**config.mk**
```make
export PLATFORM = sky130hd
export DESIGN_NAME = i2c_addr_qualifier
export DESIGN_NICKNAME = d
export VERILOG_FILES = /design/src/rtl/aq_pkg.sv /design/src/rtl/aq_mask_cmp.sv /design/src/rtl/aq_range_cmp.sv /design/src/rtl/i2c_addr_qualifier.sv
export SDC_FILE = /design/constraint.sdc
export NUM_CORES = 1
export LEC_CHECK = 0
export BUFFER_PORTS_ARGS = -buffer_cell sky130_fd_sc_hd__buf_2
export CAP_MARGIN = 30
export CELL_PAD_IN_SITES_DETAIL_PLACEMENT = 1
export CELL_PAD_IN_SITES_GLOBAL_PLACEMENT = 1
export CORE_MARGIN = 1
export CORE_UTILIZATION = 35
export DETAILED_ROUTE_END_ITERATION = 12
export GPL_TIMING_DRIVEN = 0
export MAX_ROUTING_LAYER = met4
export PLACE_DENSITY = 0.88
export SKIP_LAST_GASP = 1
export SYNTH_ARGS = -nofsm -noshare
export SYNTH_HDL_FRONTEND = slang
export SYNTH_SLANG_ARGS = --single-unit
```
**constraint.sdc**
```tcl
create_clock -name clk -period 2.6 [get_ports clk]
set_clock_uncertainty 0.2 [all_clocks]
set_input_delay 0.13 -clock clk [delete_from_list [all_inputs] [get_ports clk]]
set_output_delay 0.13 -clock clk [all_outputs]
set_load 0.05 [all_outputs]
```
**src/rtl/aq_pkg.sv**
```systemverilog
package aq_pkg;

    typedef enum logic {
        QMODE_MASK  = 1'b0,
        QMODE_RANGE = 1'b1
    } qual_mode_e;

endpackage

```
**src/rtl/aq_mask_cmp.sv**
```systemverilog
// Per-bit compare in which a set qualifier bit turns that bit into a don't-care.
module aq_mask_cmp #(
    parameter int ADDR_W = 7
) (
    input  logic [ADDR_W-1:0] rx_addr,
    input  logic [ADDR_W-1:0] ref_addr,
    input  logic [ADDR_W-1:0] care_n,
    output logic              match
);
    logic [ADDR_W-1:0] bit_ok;

    for (genvar i = 0; i < ADDR_W; i++) begin : g_bit
        assign bit_ok[i] = care_n[i] | ~(rx_addr[i] ^ ref_addr[i]);
    end

    assign match = &bit_ok;
endmodule

```
**src/rtl/aq_range_cmp.sv**
```systemverilog
// Inclusive window compare; an inverted window (hi < lo) yields no match.
module aq_range_cmp #(
    parameter int ADDR_W = 7
) (
    input  logic [ADDR_W-1:0] rx_addr,
    input  logic [ADDR_W-1:0] lo,
    input  logic [ADDR_W-1:0] hi,
    output logic              match
);
    logic above_lo;
    logic below_hi;

    assign above_lo = (rx_addr >= lo);
    assign below_hi = (rx_addr <= hi);
    assign match    = above_lo & below_hi;
endmodule

```
**src/rtl/i2c_addr_qualifier.sv**
```systemverilog
module i2c_addr_qualifier #(
    parameter int ADDR_W = 7
) (
    input  logic              clk,
    input  logic              rst_n,
    input  logic              rx_valid,
    input  logic [ADDR_W:0]   rx_byte,
    input  logic              slv_enable,
    input  logic [ADDR_W-1:0] slv_addr,
    input  logic [ADDR_W-1:0] qual_val,
    input  logic              qual_range,
    output logic              hit_pulse,
    output logic [ADDR_W-1:0] hit_addr,
    output logic              hit_rw
);
    import aq_pkg::*;

    localparam int BYTE_W = ADDR_W + 1;

    typedef struct packed {
        logic              pulse;
        logic [ADDR_W-1:0] addr;
        logic              rw;
    } state_t;

    state_t state_d, state_q;

    logic [ADDR_W-1:0] rx_addr;
    logic              rx_rw;
    logic              mask_hit;
    logic              range_hit;
    logic              qual_zero;
    qual_mode_e        mode;

    assign rx_addr   = rx_byte[BYTE_W-1:1];
    assign rx_rw     = rx_byte[0];
    assign qual_zero = (qual_val == '0);
    assign mode      = qual_mode_e'(qual_range);

    // With a zero qualifier the mask compare reduces to an exact compare.
    aq_mask_cmp #(.ADDR_W(ADDR_W)) u_mask (
        .rx_addr (rx_addr),
        .ref_addr(slv_addr),
        .care_n  (qual_val),
        .match   (mask_hit)
    );

    aq_range_cmp #(.ADDR_W(ADDR_W)) u_range (
        .rx_addr(rx_addr),
        .lo     (slv_addr),
        .hi     (qual_val),
        .match  (range_hit)
    );

    always_comb begin
        logic hit;
        state_d = state_q;
        state_d.pulse = 1'b0;
        if (qual_zero || mode == QMODE_MASK) begin
            hit = mask_hit;
        end else begin
            hit = range_hit;
        end
        if (rx_valid) begin
            state_d.pulse = hit & slv_enable;
            state_d.addr  = rx_addr;
            state_d.rw    = rx_rw;
        end
    end

    always_ff @(posedge clk or negedge rst_n) begin
        if (!rst_n) begin
            state_q <= '0;
        end else begin
            state_q <= state_d;
        end
    end

    assign hit_pulse = state_q.pulse;
    assign hit_addr  = state_q.addr;
    assign hit_rw    = state_q.rw;
endmodule

```
==> impl_metrics.csv <==
group,metric,value,unit
logic_synthesis,ys_warn_count,0,
drt,wirelength,2460,um
drt,drt_iter0_markers,4,
min_path,hold_path.class,"primary input to async pin",
clocking,post_cts_buffers,0,
grt,grt_pass1_wl,3680,um
timing,rsz0062_at_grt,"false",
drt,drc,0,
logic_synthesis,synth_top_area_share,30.5,%
timing,fin_setup_tns,0,ns
setup_path,path_cells,"dlygate4sd3_1, buf_2, ha_1, a21oi_1, a21oi_1, o22a_1, o41ai_2, dlygate4sd3_1",
clocking,cts_tree,"built",
setup_path,cp.arrival,2.40,ns
power,p_sw,171,uW
power,p_seq_share,35.2,%
cells_and_area,nNetsFinal,167,
setup_path,worstPathRequired,2.59,ns
place,dp.cells,137,
timing,hold_viol,0,
logic_synthesis,synth_nets,117,
power,p_leak,0.000581,uW
timing,max_slew_margin,80.1,%
cells_and_area,multi_input_area,468,um2
drt,ant_nets,0,
logic_synthesis,syn_area_per_cell,9.73,um2
grt,grt_max_degree,11,
logic_synthesis,yosys_register_bits,9,
floorplan,pin_count,36,
cells_and_area,drive_gt1_share,39.2,%
power,fin_total_pwr,458,uW
cells_and_area,diodes,0,
power,ir_drop,312,uV
clocking,cts_buffers,3,
timing,fmax,414,MHz
clocking,cts.reportedPaths.clkPinSlew,0.06,ns
power,power_frac_comb,41.8,%
logic_synthesis,synth_common_cells,"14 x ha_1, 13 x inv_1, 9 x dfrtp_1, 8 x a21oi_1, 8 x mux2_2",
logic_synthesis,async_reset_ff_share,100,%
clocking,cts_buffer_depth,2,
logic_synthesis,synth_edf_count,0,
timing,tightest_slew,0.297,ns
setup_path,cp_slowest_cell,"dlygate4sd3_1",
timing,finalCritPeriodShare,92.8,%
grt,grt_overflow,0,
setup_path,path_class,"primary input to flop",
cells_and_area,fillCellCount,242,
outcome,status,"complete, no violations",
floorplan,core,1980,um2
setup_path,slowest_delay,0.60,ns
drt,vias_per_cell,5.19,
grt,first_global_vias,849,
setup_path,crit_path_max_fanout,3,
logic_synthesis,yosysTopAreaCell,"dfrtp_1",
drt,drt-pass1-iter-count,4,
cells_and_area,stdcell_count,152,
grt,grt_usage,24.9,%
setup_path,cp-start-kind,"primary input",
grt,antenna_found_initial,0,
run,drv_cap,0,
logic_synthesis,syn_area,739,um2
power,netSwitchingFraction,37.4,%
timing,finalMaxSlewViolations,0,
drt,routedWlPerCell,16.2,um
place,place.gp.congestion,0.744,
power,intPower,286,uW
logic_synthesis,synth_top_flop_cell,"dfrtp_1",
logic_synthesis,synthDistinctLibCells,20,
logic_synthesis,postSynthCellCount,76,
floorplan,initial_utilization,37.3,%
power,powerDensity,421,nW/um2
timing,period_needed,2.41,ns
cells_and_area,area_growth,47.0,%
logic_synthesis,synth_most_common_cell,"ha_1",
floorplan,die_h,48.0,um
place,place_hpwl,1770,um
floorplan,dieArea,2300,um2
logic_synthesis,ys_seq_area_share,30.5,%
clocking,htree_levels,1,
cells_and_area,ff_latch_area,225,um2
clocking,clkSinkCount,9,
floorplan,rows,16,
place,io_buffers,34,
floorplan,die_w,48.0,um
timing,setup_viol_count_final,0,
setup_path,cp-end-kind,"flop",
clocking,clock_latency,0.25,ns
logic_synthesis,synth_area_leaders,"dfrtp_1 30%, ha_1 24%, mux2_2 12%",
drt,via_count,789,
clocking,clockRootBuffer,"clkbuf_4",
power,power.share.clock,23.0,%
final cells by class:
class / instances / area share [%]
multi-input cells: 53 / 43.0
repair buffers: 45 / 25.8
flip-flops and latches: 9 / 20.7
inverters: 13 / 4.49
well taps: 27 / 3.11
clock buffers: 4 / 2.42
plain buffers: 1 / 0.460
state kept, by name, summed over array words and instances, names as in the netlist:
name / cells
hit_addr: 7
hit_pulse: 1
hit_rw: 1
repair_timing:
action	in CTS	in global routing
hold buffers	11	0
resized for setup	0	1
endpoints found under the hold margin	18	0
endpoints found under the setup margin	0	1
worst max-delay path, delay by kind of cell:
kind | cells | cell delay, ns
buffers and inverters | 3 | 1.28
adder cells (fa/ha/maj) | 1 | 0.33
AO/OA/AOI/OAI | 4 | 0.67
layer usage:
metal	wire, um	global-route usage (%)	share of wire [%]
met1	990	26.8	40
met2	1360	44.6	55
met5	0	-	0
met4	10	10.0	0.41
met3	105	4.53	4.3
final timing paths:
kind | slack, ns | to | cells after the start | from
max | 0.19 | hit_pulse | 8 | rx_byte[3]
min | 0.10 | hit_pulse | 2 | rst_n
max reg2reg | 1.61 | hit_addr[2] | 1 | hit_addr[2]
min reg2reg | 0.30 | hit_addr[0] | 1 | hit_addr[0]
max in group asynchronous | 1.91 | hit_addr[0] | 2 | rst_n
min in group clk | 0.12 | hit_addr[3] | 2 | rx_valid
through the flow:
stage	cell area, um2	worst slack (ns)	utilization (%)	hold slack, ns
after floorplan	739	1.18	-	-0.366
after global placement	943	0.896	47.6	-0.219
after detailed placement	943	0.793	47.6	-0.213
after CTS	1080	0.0488	54.5	0.0466
after global routing	1090	0.0861	54.9	0.110
final	1090	0.187	54.9	0.100
placed cells by master (no fill, tap or decap), types with 3 or more instances in the layout:
| cell type | count |
|---|---|
| o22ai_1 | 3 |
| inv_1 | 13 |
| o21ai_0 | 3 |
| clkbuf_4 | 3 |
| dfrtp_1 | 9 |
| mux2_2 | 8 |
| ha_1 | 14 |
| buf_2 | 35 |
| dlygate4sd3_1 | 11 |
| a21oi_1 | 8 |
| nand2_1 | 6 |
power groups by stage:
stage / combinational (uW) / sequential [uW] / clock, uW
6_report: 191 / 161 / 105
5_1_grt: 205 / 162 / 117
4_1_cts: 185 / 160 / 105
3_5_place_dp: 172 / 163 / 0
3_3_place_gp: 165 / 161 / 0
2_1_floorplan: 63.4 / 209 / 0
cell families after synthesis:
kind of cell | Yosys count | share of synthesized area (%)
buffers and inverters | 14 | 7.28
AND/OR/NAND/NOR | 13 | 9.31
AO/OA/AOI/OAI | 18 | 17.1
flip-flops | 9 | 30.5
multiplexers | 8 | 12.2
adder cells (fa/ha/maj) | 14 | 23.7
No activity file was read; power rests on OpenSTA's default activity.
